File: src/rtl/mem_order_queue.sv
module mem_order_queue #(
  parameter int DEPTH = 4,
  parameter int AW    = 16
) (
  input  logic          clk,
  input  logic          rst_n,
  input  logic          in_valid,
  output logic          in_ready,
  input  logic [1:0]    in_kind,
  input  logic          in_write,
  input  logic [AW-1:0] in_addr,
  input  logic [1:0]    in_size,
  input  logic [3:0]    in_be,
  input  logic [31:0]   in_data,
  output logic          out_valid,
  input  logic          out_ready,
  output logic [1:0]    out_kind,
  output logic          out_write,
  output logic [AW-1:0] out_addr,
  output logic [1:0]    out_size,
  output logic [3:0]    out_be,
  output logic [31:0]   out_data
);
  localparam int IW = (DEPTH > 1) ? $clog2(DEPTH) : 1;
  localparam logic [1:0] K_NORM = 2'd0;
  localparam logic [1:0] K_SO   = 2'd2;

  typedef struct packed {
    logic [1:0]    kind;
    logic          wr;
    logic [AW-1:0] addr;
    logic [1:0]    size;
    logic [3:0]    be;
    logic [31:0]   data;
  } ent_t;

  ent_t             q   [DEPTH];
  ent_t             q_n [DEPTH];
  logic [DEPTH-1:0] vld, vld_n;

  logic          head_ok, merge, pop, push;
  logic [IW-1:0] mj;
  ent_t          part;

  assign head_ok = vld[0] && q[0].kind == K_NORM && q[0].wr &&
                   q[0].size == 2'd1 && !q[0].addr[0];

  always_comb begin
    logic blk, hit;
    blk = 1'b0;
    hit = 1'b0;
    mj  = '0;
    for (int j = 1; j < DEPTH; j++) begin
      if (vld[j] && !blk && !hit) begin
        if (q[j].kind == K_NORM && q[j].wr && q[j].size == 2'd1 && !q[j].addr[0] &&
            q[j].addr[AW-1:2] == q[0].addr[AW-1:2] && q[j].addr[1] != q[0].addr[1]) begin
          hit = 1'b1;
          mj  = IW'(j);
        end else if (q[j].kind == K_SO ||
                     (q[j].kind == K_NORM && q[j].addr[AW-1:2] == q[0].addr[AW-1:2])) begin
          blk = 1'b1;
        end
      end
    end
    merge = head_ok && hit;
  end

  assign part = q[mj];

  assign out_valid = vld[0];
  assign out_kind  = q[0].kind;
  assign out_write = q[0].wr;
  assign out_addr  = merge ? {q[0].addr[AW-1:2], 2'b00} : q[0].addr;
  assign out_size  = merge ? 2'd2 : q[0].size;
  assign out_be    = merge ? (q[0].be | part.be) : q[0].be;

  always_comb begin
    for (int b = 0; b < 4; b++)
      out_data[8*b +: 8] = (merge && !q[0].be[b]) ? part.data[8*b +: 8] : q[0].data[8*b +: 8];
  end

  assign in_ready = !vld[DEPTH-1];
  assign pop      = out_valid && out_ready;
  assign push     = in_valid && in_ready;

  always_comb begin
    int w;
    w = 0;
    for (int i = 0; i < DEPTH; i++) begin
      q_n[i]   = q[i];
      vld_n[i] = 1'b0;
    end
    for (int i = 0; i < DEPTH; i++) begin
      if (vld[i] && !(pop && (i == 0 || (merge && i == int'(mj))))) begin
        q_n[w[IW-1:0]]   = q[i];
        vld_n[w[IW-1:0]] = 1'b1;
        w = w + 1;
      end
    end
    if (push && w < DEPTH) begin
      q_n[w[IW-1:0]]   = '{kind: in_kind, wr: in_write, addr: in_addr,
                           size: in_size, be: in_be, data: in_data};
      vld_n[w[IW-1:0]] = 1'b1;
    end
  end

  always_ff @(posedge clk or negedge rst_n) begin
    if (!rst_n) begin
      vld <= '0;
      for (int i = 0; i < DEPTH; i++) q[i] <= '0;
    end else begin
      vld <= vld_n;
      for (int i = 0; i < DEPTH; i++) q[i] <= q_n[i];
    end
  end

  p_exact_r2: assert property (@(posedge clk) disable iff (!rst_n)
    out_valid && out_kind != K_NORM |-> !merge && out_size == q[0].size && out_be == q[0].be);

  p_merge_word_r4: assert property (@(posedge clk) disable iff (!rst_n)
    merge |-> out_size == 2'd2 && out_be == 4'hF && out_addr[1:0] == 2'b00);

  p_merge_norm_r8: assert property (@(posedge clk) disable iff (!rst_n)
    merge |-> out_kind == K_NORM && out_write && part.kind == K_NORM);

  p_full_r9: assert property (@(posedge clk) disable iff (!rst_n)
    $countones(vld) == DEPTH |-> !in_ready);

  p_hold_r10: assert property (@(posedge clk) disable iff (!rst_n)
    out_valid && !out_ready |=> out_valid && $stable(out_addr[AW-1:2]));
endmodule

File: config.mk
export PLATFORM = sky130hd
export DESIGN_NAME = mem_order_queue
export DESIGN_NICKNAME = d
export VERILOG_FILES = /design/src/rtl/mem_order_queue.sv
export SDC_FILE = /design/constraint.sdc
export NUM_CORES = 1
export LEC_CHECK = 0
export BUFFER_PORTS_ARGS = -buffer_cell sky130_fd_sc_hd__buf_4
export CAP_MARGIN = 20
export CORE_UTILIZATION = 30
export DETAILED_ROUTE_END_ITERATION = 8
export PLACE_DENSITY_LB_ADDON = 0.3
export SLEW_MARGIN = 20
export SYNTH_ARGS = -nofsm -noshare
export SYNTH_HDL_FRONTEND = slang
export SYNTH_SLANG_ARGS = --single-unit
File: constraint.sdc
create_clock -name clk -period 5.8 [get_ports clk]
set_input_delay 1.16 -clock clk [delete_from_list [all_inputs] [get_ports clk]]
set_output_delay 1.16 -clock clk [all_outputs]
set_load 0.05 [all_outputs]
Word level (Yosys, flattened, before mapping)
Cells that the tools add are included.
{"block": "word_totals", "regBits": 232, "out_inout_bits": 59}
{"block": "classes", "n_addsub": 3, "n_eq_ne": 15, "reduce_logical": 74, "n_lt_le_gt_ge": 18, "bitwise": 10, "muxes": 61}
{"cell": "$bwmux 228", "n": 4}
{"cell": "$mux 228", "n": 4}
{"cell": "$demux 57 s2", "n": 4}
{"cell": "$mux 57", "n": 4}
{"cell": "$bmux 57 s2", "n": 1}
{"cell": "$add 32x2->32 const B", "n": 3}
{"cell": "$mux 32", "n": 3}
{"cell": "$mux 36", "n": 2}
{"cell": "$logic_and 1x1->1", "n": 51}
{"cell": "$eq 14x14->1", "n": 3}
{"cell": "$lt 32x4->1 const B", "n": 1}
{"cell": "$mux 8", "n": 4}
{"cell": "$mux 4", "n": 5}
{"cell": "$mux 1", "n": 19}
{"cell": "$logic_not 1->1", "n": 17}
{"cell": "$or 4x4->4", "n": 4}
{"cell": "$ge 3x3->1 const B", "n": 5}
{"cell": "$not 2->3", "n": 5}
{"cell": "$mux 2", "n": 7}
{"cell": "$lt 2x3->1 const B", "n": 4}
{"cell": "$lt 3x1->1 const B", "n": 4}
{"cell": "$demux 1 s2", "n": 4}
{"cell": "$eq 2x1->1 const B", "n": 4}
{"cell": "$ge 2x1->1 const B", "n": 4}
{"cell": "7 further kinds", "n": 15}

Depth between registers and ports, before layout
Gate-level depths: netlist (run 1).
{"block": "logic_depth", "ltp_word": 33, "ltp_mapped": 16}

Least setup slack after synthesis (run 1)
OpenSTA, ideal clock, no wires.
{"block": "synth_path", "path_kind": "register -> output", "from": "register q[212] (netlist name)", "to": "output port out_data[10]", "setup_slack_ns": 1.015, "t_required_ns": 4.640, "path_stages_with_launch": 12, "t_arrival_ns": 3.625, "path_cell_list": "dfrtp_1 -> xor2_1 -> nor4_1 -> nand4_1 -> o21ai_2 -> o211a_1 -> clkbuf_1 -> o31a_1 -> clkbuf_1 -> nand2b_1 -> clkbuf_1 -> o21ai_0"}
{"block": "synth_via", "elab_chain_cells": 19, "word_cells_on_any_way": 46, "classes_between": "3 x eq/ne; 22 x mux; 1 x bitwise; 20 x reduce/logical"}
{"item": "$eq 14x14->1", "line_no": "56, 60"}
{"item": "$logic_and 1x1->1", "line_no": "60", "text": "(q[j].kind == K_NORM && q[j].addr[AW-1:2] == q[0].addr[AW-1:2])) begin"}
{"item": "$logic_or 1x1->1", "line_no": "59", "text": "end else if (q[j].kind == K_SO ||"}
{"item": "$mux 1", "line_no": "59"}
{"item": "$mux 1", "line_no": "55", "text": "if (q[j].kind == K_NORM && q[j].wr && q[j].size == 2'd1 && !q[j].addr[0] &&"}
{"item": "$mux 1", "line_no": "54", "text": "if (vld[j] && !blk && !hit) begin"}
{"item": "$logic_not 1->1", "line_no": "54"}
{"item": "$logic_and 1x1->1 (2 in a row)", "line_no": "54"}
{"item": "$mux 1", "line_no": "54"}
{"item": "$logic_not 1->1", "line_no": "54"}
{"item": "$logic_and 1x1->1 (2 in a row)", "line_no": "54"}
{"item": "$mux 2", "line_no": "54"}
{"item": "$not 2->3 (implied by the code)", "line_no": "68", "text": "assign part = q[mj];"}
{"item": "$bmux 57 s2", "line_no": "68"}
{"item": "$mux 36 (implied by the code) (2 in a row)", "line_no": "68"}
{"item": "$mux 8 *", "line_no": "79", "text": "out_data[8*b +: 8] = (merge && !q[0].be[b]) ? part.data[8*b +: 8] : q[0].data[8*b +: 8];"}
{"item": "end: declaration", "line_no": "22", "text": "output logic [31:0] out_data"}
Every way passes the cells marked *; elsewhere a longest branch is shown, timed or not. The select of a mux whose other input is x is not followed.

Final worst setup path (run 1)
{"block": "layout_path", "from": "register q[223] (netlist name)", "to": "output port out_data[20]"}
{"block": "layout_via", "elab_chain_cells": 19, "word_cells_on_any_way": 46, "classes_between": "3 x eq/ne; 22 x mux; 1 x bitwise; 20 x reduce/logical"}
{"item": "$eq 14x14->1", "line_no": "56, 60"}
{"item": "$logic_and 1x1->1", "line_no": "60"}
{"item": "$logic_or 1x1->1", "line_no": "59"}
{"item": "$mux 1", "line_no": "59"}
{"item": "$mux 1", "line_no": "55"}
{"item": "$mux 1", "line_no": "54"}
{"item": "$logic_not 1->1", "line_no": "54"}
{"item": "$logic_and 1x1->1 (2 in a row)", "line_no": "54"}
{"item": "$mux 1", "line_no": "54"}
{"item": "$logic_not 1->1", "line_no": "54"}
{"item": "$logic_and 1x1->1 (2 in a row)", "line_no": "54"}
{"item": "$mux 2", "line_no": "54"}
{"item": "$not 2->3 (implied by the code)", "line_no": "68"}
{"item": "$bmux 57 s2", "line_no": "68"}
{"item": "$mux 36 (implied by the code) (2 in a row)", "line_no": "68"}
{"item": "$mux 8 *", "line_no": "79"}
Marks and branches as above.

==> impl_metrics.csv, run 1 <==
group,metric,value,unit
placement,place_hpwl,31900,µm
detailed_routing,drc,0,
grt,antenna_found_initial,2,
timing,post-route-min-period,5.44,ns
detailed_routing,via_count,12972,
worst_setup_path,crit_fanout,16,
worst_setup_path,reg2reg_from,"vld[3]",
placement,place.gp.congestion,0.829,
die,rows,83,
timing,fmax,184,MHz
clock_tree,clk_pin_slew_worst_paths,0.06,ns
worst_setup_path,critical_path_class,"flop to output port",
layout,stdcell_count,2351,
yosys,async_flop_share,100,%
yosys,synth_top_family_by_area,"multiplexers",
layout,fillers,5167,
yosys,synth-warning-count,0,
detailed_routing,wl,53300,µm
yosys,synthFlopType,"dfrtp_1",
yosys,synth_cell_types,58,
worst_setup_path,rrSetupSlack,0.68,ns
clock_tree,cts_buffer_depth,3,
clock_tree,ctsHoldBuffers,0,
clock_tree,insertion_delay,0.56,ns
pwr,cellPowerDensity,580,mW/mm²
detailed_routing,post_drt_wl_per_cell,22.7,µm
die,design.die.area,0.0530,mm²
die,io_pins,120,
min_path,hold_start,"q[90]",
yosys,synth_compound_area_share,14.5,%
worst_setup_path,timing.rr.end,"q[71]",
yosys,synth_edf_count,0,
worst_setup_path,worst-r2r-cell-count,12,
placement,post-place-ws,0.768,ns
clock_tree,cts_tree,"built",
min_path,hold_path_depth,2,
yosys,syn_area,0.0156,mm²
detailed_routing,firstDrtPassIters,5,
timing,maxSlewHeadroom,33.7,%
pwr,power.total,10.4,mW
flow_run,max_cap_viol_count,0,
clock_tree,cts_buffers,27,
layout,seqCellArea,0.00581,mm²
yosys,synth_xor_area_share,2.52,%
timing,final-setup-viol-count,0,
detailed_routing,antenna_left,0,
worst_setup_path,cp-end-kind,"output port",
yosys,synth_fp_nets,1686,
clock_tree,post_cts_buffers,0,
timing,timing.final.ws_setup,0.362,ns
detailed_routing,drtIter0Drc,1066,
timing,fin_skew,0.0123,ns
pwr,worst_ir_drop_vdd,217,µV
yosys,synthSimpleGateAreaFrac,12.0,%
placement,dp_cells,2304,
layout,syn_to_final_growth,15.4,%
layout,fin_util,35.1,%
timing,slew_viol_final,0,
yosys,synth_adder_area_share,0.849,%
worst_setup_path,worst_ep_arrival_time,4.28,ns
die,start_util,30.4,%
timing,hold_violations,0,
timing,fin_crit_sh,93.8,%
run_status,status,"finished, final reports clean",
timing,rsz0062_at_grt,"no",
grt,grt_pass1_vias,12746,
pwr,p_leak,7.48,nW
die,die_y,230,µm
worst_setup_path,cp.required,4.64,ns
clock_tree,cts.repair.resized,0,
layout,multi_input_area,0.00924,mm²
yosys,ys_ff_latch,232,
min_path,hold_path_end,"q[33]",
timing,tightest_slew,0.994,ns
yosys,synth.area.mux_share,28.4,%
layout,layout-drive-gt1-share,28.6,%
die,coreArea,0.0514,mm²
timing,setup_tns,0,ns
clock_tree,cts_root_buf,"clkbuf_16",
grt,track_usage,19.7,%
clock_tree,htree_levels,1,
grt,grt_pass1_wl,80800,µm
yosys,synth_seq_area_share,37.2,%
layout,nNetsFinal,1724,
min_path,hold_path_class,"flop to flop",
yosys,netlist_instances,1615,
grt,grt_max_degree,116,
grt,grt_overflow,0,
clock_tree,clkSinkCount,232,
placement,port_buffers,119,
detailed_routing,routed_via_density,5.52,
worst_setup_path,crit_path_start_kind,"flop",
yosys,syn_area_per_cell,9.67,µm²
die,die_w,230,µm
[layer usage]
| metal | global-route usage [%] | wire length [µm] |
|---|---|---|
| met1 | 27.5 | 23900 |
| met2 | 31.8 | 24900 |
| met3 | 2.60 | 3550 |
| met4 | 4.90 | 939 |
| met5 | 0 | 14 |
[layout by cell type (no fill, tap or decap), types with 9 or more instances in the layout]
cell type  Yosys  final
mux2_2       256    256
dfrtp_1      232    232
o21ai_0      176    176
buf_4         25    147
nor2_1       137    135
nand2_1      103    102
mux2_1        87     87
nand3_1       81     81
a21oi_1       78     76
mux2i_1       57     57
xor2_1        34     34
and3_1        33     33
o2bb2ai_1     31     31
o21a_1        27     27
clkbuf_16      0     27
a22o_1        26     26
xnor2_1       11     11
nand2b_1      11     10
clkbuf_1      84     10
ha_1           9      9
[Yosys cell counts (7+ instances only)]
master	count	area, µm²
a21oi_1	78	390
a22o_1	26	228
and3_1	33	206
buf_2	28	140
buf_4	25	188
clkbuf_1	84	315
dfrtp_1	232	5810
ha_1	9	113
mux2_1	87	980
mux2_2	256	2880
mux2i_1	57	571
nand2_1	103	387
nand2b_1	11	68.8
nand3_1	81	405
nand4_1	7	43.8
nor2_1	137	514
nor4_1	7	43.8
o21a_1	27	203
o21ai_0	176	881
o2bb2ai_1	31	272
xnor2_1	11	96.3
xor2_1	34	298
[final cells by class]
| cell class | instances | area share (%) |
|---|---|---|
| clock inverter | 5 | 0.437 |
| sequential | 232 | 32.2 |
| inverter | 7 | 0.146 |
| tap | 680 | 4.72 |
| timing repair buffer | 154 | 6.92 |
| antenna | 1 | 0.0139 |
| clock buffer | 41 | 4.26 |
| multi-input combinational | 1231 | 51.3 |
[registers in the layout (all words and copies together) (netlist names)]
signal / count
out_kind: 2
q: 225
out_write: 1
vld: 4
[power breakdown]
group          switching, mW  internal [mW]  total (mW)  leakage [nW]
Combinational           2.87           2.49        5.36          4.24
Sequential             0.934           2.46        3.39          2.82
Clock                  0.704          0.993        1.70         0.414
[critical path: stages, from the launching register on]
cell and delay (ns):
dfrtp_1 0.44, xor2_1 0.20, nor4_1 0.33, nand4_1 0.46, o21ai_2 0.38, o211a_1 0.22
o31a_1 0.47, nand2b_1 0.48, o21ai_0 0.46, buf_4 0.27
[how the worst max path moves through the flow]
| stage | from | to | slack [ns] | depth (start not counted) |
|---|---|---|---|---|
| after floorplan | q[212] | out_data[10] | 1.01 | 11 |
| after global placement | vld[3] | q[78] | 0.78 | 12 |
| after detailed placement | vld[3] | q[71] | 0.77 | 12 |
| after CTS | q[223] | out_data[5] | 0.32 | 9 |
| after global routing | q[223] | out_data[31] | 0.05 | 9 |
| final | q[223] | out_data[20] | 0.36 | 9 |
[kinds of logic after synthesis]
| logic type | Yosys count |
|---|---|
| fa+ha+maj | 10 |
| compound gates | 370 |
| buf+inv | 152 |
| mux | 400 |
| xor+xnor | 45 |
| simple gates | 406 |
| flops | 232 |
[per-stage QoR]
stage / area (µm²) / hold slack (ns)
after global placement: 17100 / 0.663
after detailed placement: 17200 / 0.681
after global routing: 18000 / 0.716
after CTS: 18000 / 0.695
after floorplan: 15600 / 0.613
final: 18000 / 0.688
Note: power is estimated with default switching activity, not from simulation.
==> run 2: changes to the inputs <==
==> constraint.sdc (replaced) <==
create_clock -name clk -period 5.8 [get_ports clk]
set_input_delay 0 -clock clk [delete_from_list [all_inputs] [get_ports clk]]
set_output_delay 0 -clock clk [all_outputs]
set_load 0.05 [all_outputs]
==> run 2 against run 1 <==
Effect of this change:
- clock skew increased by 0.017 ns
- critical path type is now flop to flop
- final cell count increased by 2.6%
- critical path depth increased by 4
- sequential share of layout area decreased by 1.2 points
==> impl_metrics.csv, run 2 (synthesized netlist as in run 1, its figures left out) <==
group,metric,value,unit
pwr,p_switching,4.49,mW
clock_tree,ctsHoldBuffers,58,
timing,setup_tns,0,ns
worst_setup_path,critical_path_class,"flop to flop",
layout,nNetsFinal,1783,
grt,met2_usage,32.4,%
grt,grt_use_met3,2.47,%
layout,syn_to_final_growth,19.7,%
worst_setup_path,crit_path_start_kind,"flop",
clock_tree,cts.repair.resized,0,
die,coreArea,0.0514,mm²
timing,rsz0062_at_grt,"no",
clock_tree,insertion_delay,0.58,ns
grt,track_usage,19.5,%
pwr,p_seq_share,32.3,%
die,die_w,230,µm
placement,dpl_cell_area,0.0172,mm²
grt,grt_overflow,0,
timing,fmax,200,MHz
worst_setup_path,cp.required,6.24,ns
die,design.die.area,0.0530,mm²
grt,busiest_layer,"met2",
clock_tree,cts_root_buf,"clkbuf_16",
timing,fin_skew,0.0296,ns
grt,grt_max_degree,149,
detailed_routing,drtIter0Drc,705,
timing,maxSlewHeadroom,30.6,%
layout,final_common_cell,"mux2_2",
die,io_pins,120,
placement,place_hpwl,31700,µm
run_status,status,"finished, final reports clean",
layout,largest-register,"q",
timing,fin_crit_sh,86.2,%
worst_setup_path,crit_fanout,19,
clock_tree,htree_levels,1,
pwr,pwr-share-comb,50.7,%
detailed_routing,firstDrtPassIters,5,
timing,tightest_slew,1.04,ns
pwr,cellPowerDensity,561,mW/mm²
detailed_routing,post_drt_wl_per_cell,21.7,µm
detailed_routing,via_count,13052,
pwr,p_leak,7.77,nW
die,die_y,230,µm
grt,grt_pass1_wl,80700,µm
clock_tree,cts_tree,"built",
detailed_routing,routed_via_density,5.41,
timing,final-setup-viol-count,0,
clock_tree,clkSinkCount,232,
pwr,clkPwrFrac,16.9,%
layout,mostFrequentLayoutCells,"256 x mux2_2, 232 x dfrtp_1, 176 x o21ai_0, 144 x buf_4, 135 x nor2_1",
grt,use_met1,26.1,%
worst_setup_path,worst_ep_arrival_time,5.44,ns
clock_tree,clk_pin_slew_worst_paths,0.06,ns
layout,design_area,0.0187,mm²
flow_run,max_cap_viol_count,0,
timing,post-route-min-period,5.00,ns
timing,slew_viol_final,0,
placement,port_buffers,119,
layout,layout-drive-gt1-share,27.9,%
pwr,internal_power,6.00,mW
clock_tree,cts_buffers,28,
grt,grt_pass1_vias,13236,
placement,place.gp.congestion,0.839,
detailed_routing,wl,52300,µm
grt,antenna_found_initial,1,
die,rows,83,
layout,largest_reg_flops,225,
clock_tree,post_cts_buffers,0,
timing,hold_violations,0,
pwr,sw_frac_of_total,42.8,%
clock_tree,cts_buffer_depth,3,
layout,fillers,5155,
detailed_routing,drc,0,
detailed_routing,antenna_left,0,
pwr,worst_ir_drop_vdd,276,µV
min_path,hold_path_class,"input port to asynchronous set/reset pin",
die,start_util,30.4,%
worst_setup_path,cp-end-kind,"flop",
run 2: cell count changes in the layout (fill, tap and decap cells not counted), sizes merged:
cell,delta
clkinv,+2
dlygate4sd3,+58
run 2: path summary, 6_finish.rpt:
check                      startpoint      to  slack, ns  depth (start not counted)
setup / recovery               vld[3]   q[39]       0.80                         13
hold / removal                  rst_n  q[211]       0.04                          2
setup reg to reg               vld[3]   q[39]       0.80                         13
hold reg to reg                 q[42]  q[213]       0.69                          2
max in group asynchronous       rst_n   q[92]       4.45                          3
min in group clk            out_ready  vld[0]       0.07                          4
run 2: metrics by stage:
| step | power (mW) | std cells | setup WS (ns) | hold WS (ns) | utilization [%] |
|---|---|---|---|---|---|
| finish | 10.5 | 2411 | 0.798 | 0.0355 | 36.4 |
| global route | 11.1 | 2410 | 0.429 | 0.0710 | 36.4 |
| CTS | 10.5 | 2410 | 0.794 | 0.0348 | 36.4 |
| detailed placement | 8.67 | 2304 | 0.823 | 0.0733 | 33.5 |
| global placement | 8.53 | 2304 | 0.870 | 0.0636 | 33.5 |
| floorplan | 7.16 | 1615 | 1.33 | -0.296 | - |
run 2: power groups by stage:
stage / combinational, mW / sequential, mW / clock, mW
floorplan: 4.05 / 3.11 / 0
finish: 5.32 / 3.40 / 1.78
global placement: 5.19 / 3.35 / 0
detailed placement: 5.28 / 3.38 / 0
CTS: 5.35 / 3.36 / 1.82
global route: 5.75 / 3.51 / 1.87
run 2: worst max-delay path, stage by stage, from the launching register on:
cell and delay [ns]:
dfrtp_1 0.49, nor4b_1 0.40, nand4b_1 0.19, or4_1 0.61, a2111oi_2 0.28, a211oi_1 0.18, o21ai_2 0.28, inv_2 0.10
fa_1 0.62, ha_1 0.20, a211o_2 0.54, buf_4 0.36, mux2_1 0.35, mux2_2 0.27
run 2: area by class of cell:
cell class | count | area, µm² | area share [%]
clock inverter | 7 | 100 | 0.535
inverter | 7 | 26.3 | 0.141
clock buffer | 41 | 810 | 4.33
antenna | 1 | 2.50 | 0.0134
timing repair buffer | 212 | 1860 | 9.93
sequential | 232 | 5810 | 31.1
multi-input combinational | 1231 | 9240 | 49.4
tap | 680 | 851 | 4.55
run 2: layer usage:
| metal | wire [µm] | vias up |
|---|---|---|
| met4 | 1200 | 0 |
| met3 | 2750 | 87 |
| li1 | - | 6014 |
| met5 | 0 | - |
| met2 | 24900 | 386 |
| met1 | 23500 | 6565 |
